--- config.mk ---
export PLATFORM = sky130hd
export DESIGN_NAME = rv_memstage_lsu
export DESIGN_NICKNAME = d
export VERILOG_FILES = /design/src/rtl/lsu_pkg.sv /design/src/rtl/lsu_addr_gen.sv /design/src/rtl/lsu_lane_pick.sv /design/src/rtl/lsu_load_align.sv /design/src/rtl/rv_memstage_lsu.sv
export SDC_FILE = /design/constraint.sdc
export NUM_CORES = 1
export LEC_CHECK = 0
export ABC_AREA = 1
export ABC_CLOCK_PERIOD_IN_PS = 5200
export BUFFER_PORTS_ARGS = -buffer_cell sky130_fd_sc_hd__buf_2
export CORE_MARGIN = 2
export CORE_UTILIZATION = 62
export CTS_BUF_LIST = sky130_fd_sc_hd__clkbuf_8
export DETAILED_ROUTE_END_ITERATION = 6
export MAX_ROUTING_LAYER = met4
export PLACE_DENSITY = 0.89
export SYNTH_ARGS = -nofsm -noshare
export SYNTH_HDL_FRONTEND = slang
export SYNTH_SLANG_ARGS = --single-unit
--- constraint.sdc ---
create_clock -name clk -period 5.2 [get_ports clk]
set_clock_uncertainty 0.2 [all_clocks]
set_input_delay 1.04 -clock clk [delete_from_list [all_inputs] [get_ports clk]]
set_output_delay 1.04 -clock clk [all_outputs]
set_load 0.05 [all_outputs]
--- src/rtl/lsu_pkg.sv ---
package lsu_pkg;

    typedef enum logic [1:0] {
        MODE_OFF   = 2'b00,
        MODE_LOAD  = 2'b01,
        MODE_STORE = 2'b10,
        MODE_RSVD  = 2'b11
    } lsu_mode_e;

    typedef enum logic [1:0] {
        ST_IDLE,
        ST_XFER,
        ST_DONE,
        ST_HOLD
    } lsu_state_e;

    typedef enum logic [1:0] {
        SZ_BYTE,
        SZ_HALF,
        SZ_WORD
    } lsu_size_e;

    // Access width from the low two funct3 bits
    function automatic lsu_size_e size_of(input logic [1:0] code);
        unique case (code)
            2'b00:   return SZ_BYTE;
            2'b01:   return SZ_HALF;
            default: return SZ_WORD;
        endcase
    endfunction

endpackage

--- src/rtl/lsu_addr_gen.sv ---
// Effective address, covered lane mask and lane-placed store data
module lsu_addr_gen
    import lsu_pkg::*;
#(
    parameter int ADDR_W = 32,
    parameter int DATA_W = 32,
    parameter int OFS_W  = 12,
    parameter int LANE_W = 8
) (
    input  logic [ADDR_W-1:0]          base,
    input  logic [OFS_W-1:0]           offset,
    input  lsu_size_e                  sz,
    input  logic [DATA_W-1:0]          wdata,
    output logic [ADDR_W-1:0]          ea,
    output logic [DATA_W/LANE_W-1:0]   lane_mask,
    output logic [DATA_W-1:0]          placed
);
    localparam int LANES = DATA_W / LANE_W;
    localparam int SEL_W = $clog2(LANES);
    localparam int EXT_W = ADDR_W - OFS_W;

    logic [2*LANES-1:0] span;
    logic [2*LANES-1:0] span_sh;
    logic [SEL_W-1:0]   first_lane;

    assign ea         = base + {{EXT_W{offset[OFS_W-1]}}, offset};
    assign first_lane = ea[SEL_W-1:0];

    always_comb begin
        unique case (sz)
            SZ_BYTE: span = (2*LANES)'(1);
            SZ_HALF: span = (2*LANES)'(3);
            default: span = {{LANES{1'b0}}, {LANES{1'b1}}};
        endcase
    end

    // Lanes past the end of the word fall off (misalignment is not handled)
    assign span_sh   = span << first_lane;
    assign lane_mask = span_sh[LANES-1:0];
    assign placed    = wdata << (first_lane * LANE_W);

endmodule

--- src/rtl/lsu_lane_pick.sv ---
// Lowest pending lane: one-hot and encoded forms
module lsu_lane_pick #(
    parameter int LANES = 4,
    parameter int SEL_W = 2
) (
    input  logic [LANES-1:0] pend,
    output logic [LANES-1:0] onehot,
    output logic [SEL_W-1:0] idx
);
    logic [LANES:0] below;

    assign below[0] = 1'b0;

    for (genvar i = 0; i < LANES; i++) begin : g_lane
        assign onehot[i]  = pend[i] & ~below[i];
        assign below[i+1] = below[i] | pend[i];
    end

    always_comb begin
        idx = '0;
        for (int i = 0; i < LANES; i++) begin
            if (onehot[i]) idx = idx | SEL_W'(i);
        end
    end

endmodule

--- src/rtl/lsu_load_align.sv ---
// Shift gathered lanes down and extend to full width
module lsu_load_align
    import lsu_pkg::*;
#(
    parameter int DATA_W = 32,
    parameter int LANE_W = 8,
    parameter int SEL_W  = 2
) (
    input  logic [DATA_W-1:0] gathered,
    input  logic [SEL_W-1:0]  lane_ofs,
    input  lsu_size_e         sz,
    input  logic              sgn,
    output logic [DATA_W-1:0] value
);
    localparam int HALF_W = 2 * LANE_W;

    logic [DATA_W-1:0] sh;

    assign sh = gathered >> (lane_ofs * LANE_W);

    always_comb begin
        unique case (sz)
            SZ_BYTE: value = {{(DATA_W-LANE_W){sgn & sh[LANE_W-1]}}, sh[LANE_W-1:0]};
            SZ_HALF: value = {{(DATA_W-HALF_W){sgn & sh[HALF_W-1]}}, sh[HALF_W-1:0]};
            default: value = sh;
        endcase
    end

endmodule

--- src/rtl/rv_memstage_lsu.sv ---
module rv_memstage_lsu
    import lsu_pkg::*;
#(
    parameter int ADDR_W = 32,
    parameter int DATA_W = 32,
    parameter int OFS_W  = 12,
    parameter int LANE_W = 8
) (
    input  logic              clk,
    input  logic              rst_n,
    input  logic [1:0]        lsu_mode,
    input  logic [2:0]        lsu_funct3,
    input  logic [ADDR_W-1:0] lsu_base,
    input  logic [OFS_W-1:0]  lsu_offset,
    input  logic [DATA_W-1:0] lsu_wdata,
    output logic [DATA_W-1:0] lsu_rdata,
    output logic              lsu_done,
    output logic              lsu_busy,
    output logic              mem_req,
    output logic              mem_we,
    output logic [ADDR_W-1:0] mem_addr,
    output logic [LANE_W-1:0] mem_wdata,
    input  logic              mem_ack,
    input  logic [LANE_W-1:0] mem_rdata
);
    localparam int LANES = DATA_W / LANE_W;
    localparam int SEL_W = $clog2(LANES);

    lsu_state_e        state_q, state_d;
    logic [ADDR_W-1:0] ea_q;
    logic [2:0]        f3_q;
    logic              store_q;
    logic [LANES-1:0]  pend_q;
    logic [DATA_W-1:0] wlane_q;
    logic [DATA_W-1:0] gather_q;

    logic              mode_load, mode_store, mode_act;
    logic [ADDR_W-1:0] ea_in;
    logic [LANES-1:0]  mask_in;
    logic [DATA_W-1:0] placed_in;
    logic [LANES-1:0]  pick_oh;
    logic [SEL_W-1:0]  pick_idx;
    logic              last_lane;
    logic [DATA_W-1:0] load_val;

    assign mode_load  = (lsu_mode == MODE_LOAD);
    assign mode_store = (lsu_mode == MODE_STORE);
    assign mode_act   = mode_load | mode_store;

    lsu_addr_gen #(
        .ADDR_W (ADDR_W),
        .DATA_W (DATA_W),
        .OFS_W  (OFS_W),
        .LANE_W (LANE_W)
    ) u_addr (
        .base      (lsu_base),
        .offset    (lsu_offset),
        .sz        (size_of(lsu_funct3[1:0])),
        .wdata     (lsu_wdata),
        .ea        (ea_in),
        .lane_mask (mask_in),
        .placed    (placed_in)
    );

    lsu_lane_pick #(
        .LANES (LANES),
        .SEL_W (SEL_W)
    ) u_pick (
        .pend   (pend_q),
        .onehot (pick_oh),
        .idx    (pick_idx)
    );

    lsu_load_align #(
        .DATA_W (DATA_W),
        .LANE_W (LANE_W),
        .SEL_W  (SEL_W)
    ) u_align (
        .gathered (gather_q),
        .lane_ofs (ea_q[SEL_W-1:0]),
        .sz       (size_of(f3_q[1:0])),
        .sgn      (~f3_q[2]),
        .value    (load_val)
    );

    assign last_lane = ((pend_q & ~pick_oh) == '0);

    // State register
    always_ff @(posedge clk or negedge rst_n) begin
        if (!rst_n) state_q <= ST_IDLE;
        else        state_q <= state_d;
    end

    // Transitions
    always_comb begin
        state_d = state_q;
        unique case (state_q)
            ST_IDLE: if (mode_act)              state_d = ST_XFER;
            ST_XFER: if (mem_ack && last_lane)  state_d = ST_DONE;
            ST_DONE: state_d = mode_act ? ST_HOLD : ST_IDLE;
            ST_HOLD: if (!mode_act)             state_d = ST_IDLE;
            default: state_d = ST_IDLE;
        endcase
    end

    // Access context and byte gathering
    always_ff @(posedge clk or negedge rst_n) begin
        if (!rst_n) begin
            ea_q     <= '0;
            f3_q     <= '0;
            store_q  <= 1'b0;
            pend_q   <= '0;
            wlane_q  <= '0;
            gather_q <= '0;
        end else if (state_q == ST_IDLE && mode_act) begin
            ea_q     <= ea_in;
            f3_q     <= lsu_funct3;
            store_q  <= mode_store;
            pend_q   <= mask_in;
            wlane_q  <= placed_in;
            gather_q <= '0;
        end else if (state_q == ST_XFER && mem_ack) begin
            pend_q <= pend_q & ~pick_oh;
            if (!store_q) begin
                for (int i = 0; i < LANES; i++) begin
                    if (pick_oh[i]) gather_q[i*LANE_W +: LANE_W] <= mem_rdata;
                end
            end
        end
    end

    // Outputs
    always_comb begin
        mem_req   = 1'b0;
        mem_we    = 1'b0;
        mem_addr  = '0;
        mem_wdata = '0;
        lsu_done  = 1'b0;
        lsu_busy  = 1'b0;
        lsu_rdata = '0;
        unique case (state_q)
            ST_IDLE: ;
            ST_XFER: begin
                lsu_busy  = 1'b1;
                mem_req   = 1'b1;
                mem_we    = store_q;
                mem_addr  = {ea_q[ADDR_W-1:SEL_W], pick_idx};
                mem_wdata = wlane_q[pick_idx*LANE_W +: LANE_W];
            end
            ST_DONE: begin
                lsu_busy  = 1'b1;
                lsu_done  = mode_act;
                lsu_rdata = (mode_act && !store_q) ? load_val : '0;
            end
            ST_HOLD: begin
                lsu_busy  = 1'b1;
                lsu_rdata = (mode_act && !store_q) ? load_val : '0;
            end
            default: ;
        endcase
    end


    req_hold_chk: assert property (@(posedge clk) disable iff (!rst_n)
        (mem_req && !mem_ack) |=> (mem_req && $stable(mem_addr) && $stable(mem_we) && $stable(mem_wdata)));


    lane_order_chk: assert property (@(posedge clk) disable iff (!rst_n)
        (mem_req && mem_ack) |=> (!mem_req || (mem_addr[SEL_W-1:0] > $past(mem_addr[SEL_W-1:0]))));


    done_pulse_chk: assert property (@(posedge clk) disable iff (!rst_n)
        lsu_done |=> !lsu_done);


    done_busy_chk: assert property (@(posedge clk) disable iff (!rst_n)
        lsu_done |-> lsu_busy);


    no_reissue_chk: assert property (@(posedge clk) disable iff (!rst_n)
        lsu_done |=> !mem_req);


    busy_release_chk: assert property (@(posedge clk) disable iff (!rst_n)
        $fell(lsu_busy) |-> !$past(mode_act));


    rdata_hold_chk: assert property (@(posedge clk) disable iff (!rst_n)
        lsu_done |=> (!mode_act || $stable(lsu_rdata)));

endmodule

-- Word-level counts from Yosys, hierarchy flattened
Index checks and enable logic that the tools add are counted.
- shift-type cells: 4
- bitwise logic cells: 14
- add/subtract/negate cells: 1
- muxes and demuxes: 29
- reductions and logical operators: 23
- eq/ne operators: 13
- operator list (cell ; number):
    $mux W32 ; 6
    $pmux W32 S2 ; 1
    $mux W8 ; 5
    $add A32 B32 Y32 ; 1
    $shiftx A32 B6 Y8 ; 1
    $shl A32 B5 Y32 ; 1
    $shr A32 B5 Y32 ; 1
    $reduce_and A3 Y1 ; 5
    $eq A2 B1 Y1 const B ; 6
    $mux W2 ; 6
    $logic_not A2 Y1 ; 5
    $reduce_bool A2 Y1 ; 5
    $mux W4 ; 2
    $pmux W2 S2 ; 2
    $pmux W2 S4 ; 1
    $pmux W4 S2 ; 1
    $eq A2 B2 Y1 const B ; 3
    $ne A2 B2 Y1 const B ; 3
    $and A1 B1 Y1 ; 5
    $mux W1 ; 5
    $and A4 B4 Y4 ; 1
    $logic_and A1 B1 Y1 ; 4
    $logic_not A4 Y1 ; 1
    $not A1 Y1 ; 4
    other kinds (7) ; 9
- input port bits: 92
- logic and storage cells: 94
- output and inout bits: 76
- bits in registers: 106

-- Depth between registers and ports, before layout
Gate-level depths: netlist of run 1.
- depth in word-level cells: 10
- mapped depth: 13
- mapped depth without buffers: 13

-- Hierarchy
Synthesis of run 1 repeated with hierarchy kept, for this count alone.
- cell total of the unflattened synthesis: 1464
- area total of the unflattened synthesis: 8829.7 um^2
- modules (own cells, without submodules) (module ; cells an instance ; instances ; sequential area each (um^2) ; area an instance (um^2)):
    rv_memstage_lsu ; 666 ; 1 ; 2652.5 ; 5119.9
    lsu_addr_gen ; 612 ; 1 ; 0.0 ; 2841.5
    lsu_load_align ; 173 ; 1 ; 0.0 ; 809.5
    lsu_lane_pick ; 13 ; 1 ; 0.0 ; 58.8

-- Worst setup path before layout of run 1
OpenSTA, ideal clock, no wires.
- kind: in2out
- start: in lsu_mode[0]
- end: out lsu_rdata[29]
- stages: 8
- arrival time: 2.844 ns
- path buffers: 1
- data required time: 3.960 ns
- setup slack: 1.116 ns
- cells stage by stage: inv_1 ha_1 inv_1 nand2_1 nor2_2 nand2_2 buf_6 a21oi_1
- longest elaborated chain between the ends: 5
- ends and longest elaborated chain (what ; RTL line ; source):
    from (decl) ; rv_memstage_lsu.sv:11 ; input logic [1:0] lsu_mode,
    $eq A2 B1 Y1 or $eq A2 B2 Y1 (tied branches) ; rv_memstage_lsu.sv:46, rv_memstage_lsu.sv:47 ;
    $or A1 B1 Y1 * ; rv_memstage_lsu.sv:48 ; assign mode_act = mode_load | mode_store;
    $logic_and A1 B1 Y1 * ; rv_memstage_lsu.sv:153, rv_memstage_lsu.sv:157 ;
    $mux W32 * ; rv_memstage_lsu.sv:153, rv_memstage_lsu.sv:157 ;
    $mux W32 * ; -- ;
    to (decl) ; rv_memstage_lsu.sv:16 ; output logic [DATA_W-1:0] lsu_rdata,
Every way passes the cells marked *; elsewhere a longest branch is shown, timed or not.

-- Final worst setup path of run 1
- start: in lsu_mode[0]
- end: out lsu_rdata[14]
The elaborated chain is that of the path after synthesis.

==> results.sh, run 1 <==
export IMPL_status="completed"
export IMPL_worstSetupStartpointType="primary input"
export IMPL_crit_fanout=9
export IMPL_rsz0062_at_grt="no"
export IMPL_grt_overflow=0
export IMPL_synth_distinct_cells=43
export IMPL_yosysSeqAreaShare=0.3257
export IMPL_routed_wl_um=21390
export IMPL_h_tree_depth=3
export IMPL_layout_cells_most_common="nand2_1"
export IMPL_syn_area_per_cell_um2=6.490
export IMPL_end_kind="output pin"
export IMPL_hp_start="gather_q[4]"
export IMPL_yosysTopAreaCell="dfrtp_1"
export IMPL_final_cell_mix="nand2_1, inv_1, buf_2, nor2_1, dfrtp_1"
export IMPL_drt_initial_drc_count=994
export IMPL_io_buffers=167
export IMPL_arrival_ns=2.90
export IMPL_clk_pin_slew_worst_paths_ns=0.09
export IMPL_stdcell_count=1571
export IMPL_syn_nets=1380
export IMPL_hold_viol=0
export IMPL_maxCapViolations=0
export IMPL_finalCritPeriodShare=0.7969
export IMPL_die_w_um=118.6
export IMPL_cts_path_max_buffers=2
export IMPL_synthToLayoutAreaGrowth_pct=13.16
export IMPL_dr_pass1_iters=6
export IMPL_layout_drive_gt1_share=0.1644
export IMPL_vias=8509
export IMPL_drcViolationCount=0
export IMPL_synth_area_top_cells="dfrtp_1, nand2_1, inv_1"
export IMPL_cts_hold_buf=0
export IMPL_p_per_area_nw_per_um2=543.0
export IMPL_setup_viol=0
export IMPL_viasPerCell=5.416
export IMPL_setup_slack_ns=1.056
export IMPL_crit_start="lsu_mode[0]"
export IMPL_final_setup_tns_ns=0
export IMPL_yosysWarningCount=0
export IMPL_synth_cells=1255
export IMPL_fin_nets=1519
export IMPL_yosys_area_top_type_share=0.3257
export IMPL_cts_tree="done"
export IMPL_drtAntennaViolNets=0
export IMPL_cts_resized=0
export IMPL_routedWlPerCell_um=13.62
export IMPL_p_total_w=0.005005
export IMPL_core_um2=12720
export IMPL_maxSlewViolCount=0
export IMPL_r2r_start="state_q[1]"
export IMPL_place_hpwl_um=15890
export IMPL_postCtsSetupBuffers=0
export IMPL_fmax_mhz=241.3
export IMPL_insertion_delay_ns=0.39
export IMPL_cts_buffers=9
export IMPL_track_usage=0.3200
export IMPL_synth_seq_cells=106
export IMPL_rows=41
export IMPL_regToRegSetupSlack_ns=2.79
export IMPL_clock_sink_count=106
export IMPL_tightest_slew_ns=0.9486
export IMPL_die_height_um=118.6
export IMPL_period_needed_ns=4.144
export IMPL_num_antenna_cells=0
export IMPL_die_area_um2=14070
export IMPL_path_class="primary input to output pin"
export IMPL_cp_data_required_time_ns=3.96
export IMPL_antenna_found_initial=0
export IMPL_place_ws_ns=1.058
export IMPL_slew_headroom=0.3676
export IMPL_place_congestion=0.9483
export IMPL_pin_count=168
export IMPL_p_leak_nw=5.233
export IMPL_grt_max_degree=81
export IMPL_grt_pass1_wl_um=36040
export IMPL_place_inst=1555
export IMPL_hold_path_class="flip-flop to flip-flop"
export IMPL_grt_pass1_vias=7699
export IMPL_start_util=0.6402
export IMPL_netlist_area_um2=8145
export IMPL_ir_worst_vdd_uv=314.6
export IMPL_cts_root_buffer="clkbuf_8"
export IMPL_holdWs_ns=0.2882
-- final timing paths --
kind / end / cells past startpoint
min: gather_q[4] / 2
min in group asynchronous: ea_q[3] / 1
max: lsu_rdata[14] / 9
min reg2reg: gather_q[4] / 2
max in group asynchronous: gather_q[10] / 2
max reg2reg: wlane_q[16] / 7
-- cells by family after synthesis --
logic type,count (synthesis),synth area share
flip-flops,106,0.3257
multiplexers,8,0.009831
AO/OA/AOI/OAI,225,0.1674
XOR/XNOR,12,0.01290
buffers and inverters,240,0.1194
adder cells (fa/ha/maj),33,0.05161
AND/OR/NAND/NOR,631,0.3132
-- synth_stat cells --
| cell | instances |
|---|---|
| nand2_1 | 414 |
| nand3_1 | 66 |
| nor2_1 | 121 |
| a2bb2oi_1 | 1 |
| o21ai_4 | 3 |
| nand2_4 | 1 |
| o22ai_1 | 12 |
| o311ai_1 | 4 |
| nor3_1 | 6 |
| o311ai_0 | 4 |
| ha_1 | 32 |
| a31oi_1 | 7 |
| a21o_1 | 1 |
| xnor2_1 | 12 |
| nor2_8 | 1 |
| o21ai_0 | 80 |
| or2_1 | 1 |
| nand2_2 | 8 |
| and2_1 | 1 |
| o31ai_4 | 1 |
| buf_2 | 18 |
| o21a_2 | 1 |
| o221ai_1 | 8 |
| inv_1 | 188 |
| o21ai_2 | 17 |
| inv_2 | 4 |
| nor2_2 | 5 |
| mux2i_1 | 8 |
| dfrtp_1 | 106 |
| fa_1 | 1 |
| buf_6 | 5 |
| o211ai_1 | 9 |
| clkbuf_2 | 1 |
| clkbuf_1 | 18 |
| o21bai_1 | 3 |
| clkinv_1 | 3 |
| o21ai_1 | 11 |
| a21oi_1 | 63 |
| nand3_4 | 1 |
| buf_4 | 2 |
| nand3b_1 | 2 |
| inv_4 | 1 |
| nand4_1 | 4 |
-- critical path: stages --
cell,delay (ns)
buf_2,0.08
inv_1,0.03
ha_1,0.36
inv_1,0.11
nand2_1,0.10
nor2_2,0.35
clkinv_1,0.33
a21oi_1,0.21
buf_2,0.29
-- routing by layer --
layer,wire length (um),GRT usage,vias up
li1,-,-,4265
met4,822,0.1310,0
met1,9200,0.4223,3829
met5,0,-,-
met3,1297,0.03716,59
met2,10070,0.5036,356
-- where the power goes --
group	switching, W	internal [W]	leakage, nW
logic	0.00221	0.000800	3.78
registers	0.000250	0.00120	1.34
clock network	0.000286	0.000262	0.110
total	0.00275	0.00226	5.23
-- through the flow --
stage | utilization | area, um2
6_report | 0.7245 | 9218
5_1_grt | 0.7245 | 9218
3_3_place_gp | 0.7076 | 9002
3_5_place_dp | 0.7076 | 9002
4_1_cts | 0.7245 | 9218
2_1_floorplan | - | 8145
-- flip-flops by register name, summed over array words and instances, names as in the netlist --
register / count
gather_q: 32
wlane_q: 32
f3_q: 3
pend_q: 4
state_q: 2
ea_q: 32
store_q: 1
-- area by class of cell --
cell class	count	area [um2]
Clock inverter	4	50.05
Inverter	196	738.2
Fill cell	1126	3505
Multi-Input combinational cell	909	4521
Tap cell	172	215.2
Clock buffer	12	165.2
Sequential cell	106	2653
Timing Repair Buffer	172	875.8
Power figures use the tool's default switching activity.
==> run 2: changes to the inputs <==
--- a/config.mk
+++ b/config.mk
@@ -6,14 +6,14 @@
 export NUM_CORES = 1
 export LEC_CHECK = 0
 export ABC_AREA = 1
-export ABC_CLOCK_PERIOD_IN_PS = 5200
+export ABC_CLOCK_PERIOD_IN_PS = 3460
 export BUFFER_PORTS_ARGS = -buffer_cell sky130_fd_sc_hd__buf_2
 export CORE_MARGIN = 2
-export CORE_UTILIZATION = 62
+export CORE_UTILIZATION = 52
 export CTS_BUF_LIST = sky130_fd_sc_hd__clkbuf_8
 export DETAILED_ROUTE_END_ITERATION = 6
 export MAX_ROUTING_LAYER = met4
-export PLACE_DENSITY = 0.89
+export PLACE_DENSITY = 0.79
 export SYNTH_ARGS = -nofsm -noshare
 export SYNTH_HDL_FRONTEND = slang
 export SYNTH_SLANG_ARGS = --single-unit
==> constraint.sdc (replaced) <==
create_clock -name clk -period 3.46 [get_ports clk]
set_clock_uncertainty 0.2 [all_clocks]
set_input_delay 0.692 -clock clk [delete_from_list [all_inputs] [get_ports clk]]
set_output_delay 0.692 -clock clk [all_outputs]
set_load 0.05 [all_outputs]
==> results.sh, run 2 (synthesis results as in run 1) <==
export IMPL_place_hpwl_um=16560
export IMPL_dr_pass1_iters=5
export IMPL_track_usage=0.2690
export IMPL_post_route_util=0.6136
export IMPL_drtAntennaViolNets=0
export IMPL_setup_viol=0
export IMPL_arrival_ns=2.37
export IMPL_hp_start="ea_q[23]"
export IMPL_holdWs_ns=0.2872
export IMPL_place_congestion=0.9284
export IMPL_period_needed_ns=3.264
export IMPL_place_ws_ns=0.2004
export IMPL_h_tree_depth=3
export IMPL_viasPerCell=5.185
export IMPL_crit_fanout=9
export IMPL_drt_initial_drc_count=617
export IMPL_final_setup_tns_ns=0
export IMPL_cts_tree="done"
export IMPL_cts_root_buffer="clkbuf_8"
export IMPL_worstSetupStartpointType="primary input"
export IMPL_layout_drive_gt1_share=0.1710
export IMPL_maxCapViolations=0
export IMPL_grt_overflow=0
export IMPL_fmax_mhz=306.4
export IMPL_die_height_um=129.2
export IMPL_insertion_delay_ns=0.37
export IMPL_clock_sink_count=106
export IMPL_clk_pin_slew_worst_paths_ns=0.08
export IMPL_path_class="primary input to output pin"
export IMPL_status="completed"
export IMPL_grt_pass1_vias=7590
export IMPL_end_kind="output pin"
export IMPL_r2r_start="state_q[1]"
export IMPL_pin_count=168
export IMPL_finalCritPeriodShare=0.9432
export IMPL_routed_wl_um=21540
export IMPL_routedWlPerCell_um=13.29
export IMPL_fin_nets=1529
export IMPL_io_buffers=167
export IMPL_cts_path_max_buffers=2
export IMPL_vias=8399
export IMPL_layout_cells_most_common="nand2_1"
export IMPL_hold_viol=0
export IMPL_p_per_area_nw_per_um2=806.6
export IMPL_reg_largest_list="ea_q (32), gather_q (32), wlane_q (32)"
export IMPL_synthToLayoutAreaGrowth_pct=14.95
export IMPL_grt_max_degree=52
export IMPL_p_total_w=0.007552
export IMPL_die_area_um2=16680
export IMPL_rows=45
export IMPL_cp_data_required_time_ns=2.57
export IMPL_core_um2=15260
export IMPL_final_cell_mix="nand2_1, inv_1, buf_2, nor2_1, dfrtp_1"
export IMPL_start_util=0.5338
export IMPL_num_antenna_cells=0
export IMPL_ir_worst_vdd_uv=367.7
export IMPL_p_leak_nw=5.283
export IMPL_grt_pass1_wl_um=35330
export IMPL_hold_path_class="flip-flop to flip-flop"
export IMPL_slew_headroom=0.4905
export IMPL_setup_slack_ns=0.1964
export IMPL_antenna_found_initial=0
export IMPL_tightest_slew_ns=0.7642
export IMPL_die_w_um=129.2
export IMPL_crit_start="lsu_mode[0]"
export IMPL_maxSlewViolCount=0
export IMPL_cts_buffers=9
export IMPL_drcViolationCount=0
export IMPL_rsz0062_at_grt="no"
==> run 2: worst paths after layout <==
kind                            slack (ns)             to  cells after the start
worst max register to register        1.32    gather_q[4]                      7
max in group asynchronous             1.72   gather_q[12]                      3
worst max-delay path                  0.20  lsu_rdata[13]                     10
worst min register to register        0.29       ea_q[23]                      2
min in group asynchronous             0.56       ea_q[11]                      2
worst min-delay path                  0.29       ea_q[23]                      2
==> run 2: report_power, final <==
part           leakage (nW)  switching [W]  internal (W)
Sequential             1.34       0.000373       0.00180
Combinational          3.84        0.00332       0.00124
Clock                 0.110       0.000426      0.000400
Total                  5.28        0.00411       0.00344
==> run 2: critical path, cell delays in order <==
cell and delay [ns]:
buf_2 0.08, inv_1 0.03, ha_1 0.34, inv_1 0.09, nand2_1 0.09, nor2_2 0.33, clkinv_1 0.12, buf_4 0.18
a21oi_1 0.14, buf_2 0.28
==> run 2: timing repair <==
action,4_1_cts,5_1_grt
gates resized for setup,0,1
hold endpoints to repair,17,0
endpoints found under the setup margin,0,2
buffers inserted,0,0
hold buffers,1,0
==> run 2: per-stage QoR <==
stage          instances  cell area (um2)
2_1_floorplan       1255             8145
3_3_place_gp        1603             9131
3_5_place_dp        1603             9131
4_1_cts             1620             9361
5_1_grt             1620             9363
6_report            1620             9363
==> run 2: per-layer routing <==
| layer | wire, um | global-route usage | vias to the layer above |
|---|---|---|---|
| met4 | 553 | 0.1010 | 0 |
| met1 | 9437 | 0.3385 | 3833 |
| li1 | - | - | 4274 |
| met5 | 0 | - | - |
| met3 | 1044 | 0.02436 | 37 |
| met2 | 10500 | 0.4520 | 255 |
==> run 2: final cells by class <==
| cell class | instances | area, um2 |
|---|---|---|
| sequential | 106 | 2654 |
| inverter | 196 | 738.2 |
| timing repair buffer | 182 | 965.9 |
| clock inverter | 4 | 55.05 |
| clock buffer | 12 | 165.2 |
| tap | 211 | 264.0 |
| fill | 1487 | 5896 |
| multi-input combinational | 909 | 4521 |
==> run 3: changes to the inputs <==
--- a/config.mk
+++ b/config.mk
@@ -9,11 +9,11 @@
 export ABC_CLOCK_PERIOD_IN_PS = 3460
 export BUFFER_PORTS_ARGS = -buffer_cell sky130_fd_sc_hd__buf_2
 export CORE_MARGIN = 2
-export CORE_UTILIZATION = 52
+export CORE_UTILIZATION = 50
 export CTS_BUF_LIST = sky130_fd_sc_hd__clkbuf_8
 export DETAILED_ROUTE_END_ITERATION = 6
 export MAX_ROUTING_LAYER = met4
-export PLACE_DENSITY = 0.79
+export PLACE_DENSITY = 0.77
 export SYNTH_ARGS = -nofsm -noshare
 export SYNTH_HDL_FRONTEND = slang
 export SYNTH_SLANG_ARGS = --single-unit
==> results.sh, run 3 (synthesis results as in run 1) <==
export IMPL_die_area_um2=17330
export IMPL_r2r_start="state_q[1]"
export IMPL_p_int_w=0.003400
export IMPL_grt_max_degree=104
export IMPL_grt_pass1_wl_um=36600
export IMPL_maxCapViolations=0
export IMPL_crit_start="lsu_mode[0]"
export IMPL_place_hpwl_um=16680
export IMPL_final_setup_tns_ns=0
export IMPL_pin_count=168
export IMPL_dr_pass1_iters=5
export IMPL_r2r_end="gather_q[17]"
export IMPL_fmax_mhz=303.1
export IMPL_cts_path_max_buffers=2
export IMPL_finalInstanceArea_um2=9353
export IMPL_io_buffers=167
export IMPL_cts_root_buffer="clkbuf_8"
export IMPL_track_usage=0.2629
export IMPL_grt_overflow=0
export IMPL_drtAntennaViolNets=0
export IMPL_setup_viol=0
export IMPL_ir_worst_vdd_uv=394.9
export IMPL_maxSlewViolCount=0
export IMPL_p_per_area_nw_per_um2=806.6
export IMPL_vias=8298
export IMPL_worstSetupStartpointType="primary input"
export IMPL_die_height_um=131.6
export IMPL_comb_power_share=0.604
export IMPL_routedWlPerCell_um=13.55
export IMPL_start_util=0.5128
export IMPL_cts_tree="done"
export IMPL_hold_path_class="flip-flop to flip-flop"
export IMPL_period_needed_ns=3.299
export IMPL_status="completed"
export IMPL_p_sw_frac=0.5493
export IMPL_rows=46
export IMPL_cts_buffers=9
export IMPL_path_class="primary input to output pin"
export IMPL_clock_power_share=0.108
export IMPL_core_um2=15890
export IMPL_arrival_ns=2.41
export IMPL_viasPerCell=5.110
export IMPL_hold_viol=0
export IMPL_h_tree_depth=3
export IMPL_p_switching_w=0.004144
export IMPL_clock_sink_count=106
export IMPL_crit_fanout=16
export IMPL_cp_data_required_time_ns=2.57
export IMPL_end_kind="output pin"
export IMPL_cp_cell_sequence="buf_2 > inv_1 > ha_1 > inv_1 > nand2_1 > nor2_2 > nand2_2 > a21oi_1 > buf_2"
export IMPL_fin_nets=1528
export IMPL_num_antenna_cells=0
export IMPL_rsz0062_at_grt="no"
export IMPL_slew_headroom=0.4946
export IMPL_clk_pin_slew_worst_paths_ns=0.10
export IMPL_drcViolationCount=0
export IMPL_finalCritPeriodShare=0.9535
export IMPL_grt_pass1_vias=7733
export IMPL_drt_initial_drc_count=610
export IMPL_hp_start="ea_q[21]"
export IMPL_reg_largest_list="ea_q (32), gather_q (32), wlane_q (32)"
export IMPL_layout_cells_most_common="nand2_1"
export IMPL_place_congestion=0.9410
export IMPL_regToRegSetupSlack_ns=1.32
export IMPL_cp_slowest_stage_delay_ns=0.35
export IMPL_endpoint="lsu_rdata[26]"
export IMPL_power_frac_seq=0.287
export IMPL_cp_slowest_cell="nor2_2"
export IMPL_p_leak_nw=5.268
export IMPL_reg2reg_depth=7
export IMPL_layout_drive_gt1_share=0.1705
export IMPL_final_cell_mix="nand2_1, inv_1, buf_2, nor2_1, dfrtp_1"
export IMPL_antenna_found_initial=0
export IMPL_synthToLayoutAreaGrowth_pct=14.82
export IMPL_routed_wl_um=22010
export IMPL_die_w_um=131.6
export IMPL_tightest_slew_ns=0.7580
export IMPL_insertion_delay_ns=0.37
export IMPL_placed_area_um2=9130
run 3: layer usage:
| layer | track usage | vias up | share of wire |
|---|---|---|---|
| met5 | - | - | 0 |
| met4 | 0.07911 | 0 | 0.021 |
| met3 | 0.02083 | 28 | 0.039 |
| met2 | 0.4529 | 241 | 0.49 |
| met1 | 0.3314 | 3751 | 0.45 |
| li1 | - | 4278 | - |
run 3: worst max-delay path, delay by kind of cell:
| family | cells | cell delay (ns) |
|---|---|---|
| adders and majority gates | 1 | 0.33 |
| buffers and inverters | 4 | 0.49 |
| and+or+nand+nor | 3 | 0.70 |
| AOI/OAI and AO/OA | 1 | 0.19 |
run 3: area by class of cell:
class                      count  area [um2]
clock buffer                  10       137.6
timing repair buffer         181       958.4
multi-input combinational    909        4521
fill                        1583        6533
tap                          216       270.3
inverter                     196       738.2
clock inverter                 6       73.82
sequential                   106        2654
run 3: power groups by stage:
stage	logic, W	registers (W)	clock network, W
floorplan	0.00361	0.00207	0
global placement	0.00448	0.00217	0
detailed placement	0.00454	0.00219	0
CTS	0.00456	0.00216	0.000836
global route	0.00500	0.00224	0.000881
finish	0.00456	0.00217	0.000816
run 3: worst min path at each step:
stage / end / slack, ns / cells after the start
floorplan: ea_q[0] / 0.20 / 0
global placement: gather_q[5] / 0.27 / 2
detailed placement: ea_q[26] / 0.27 / 2
CTS: ea_q[26] / 0.30 / 2
global route: ea_q[25] / 0.31 / 2
finish: ea_q[21] / 0.29 / 2
run 3: stage by stage:
step	utilization	power [W]	hold WS, ns	cells	worst slack [ns]
global route	0.5888	0.008122	0.3130	1624	0.03247
finish	0.5888	0.007544	0.2915	1624	0.1610
detailed placement	0.5747	0.006727	0.2695	1607	0.1631
global placement	0.5747	0.006644	0.2664	1607	0.2004
floorplan	-	0.005685	0.1964	1255	0.07192
CTS	0.5887	0.007558	0.2967	1624	0.1070
run 3: repair_timing:
item	CTS	global route
hold endpoints to repair	3	0
resized for setup	0	1
hold buffers	1	0
buffers inserted	0	0
setup endpoints to repair	0	15
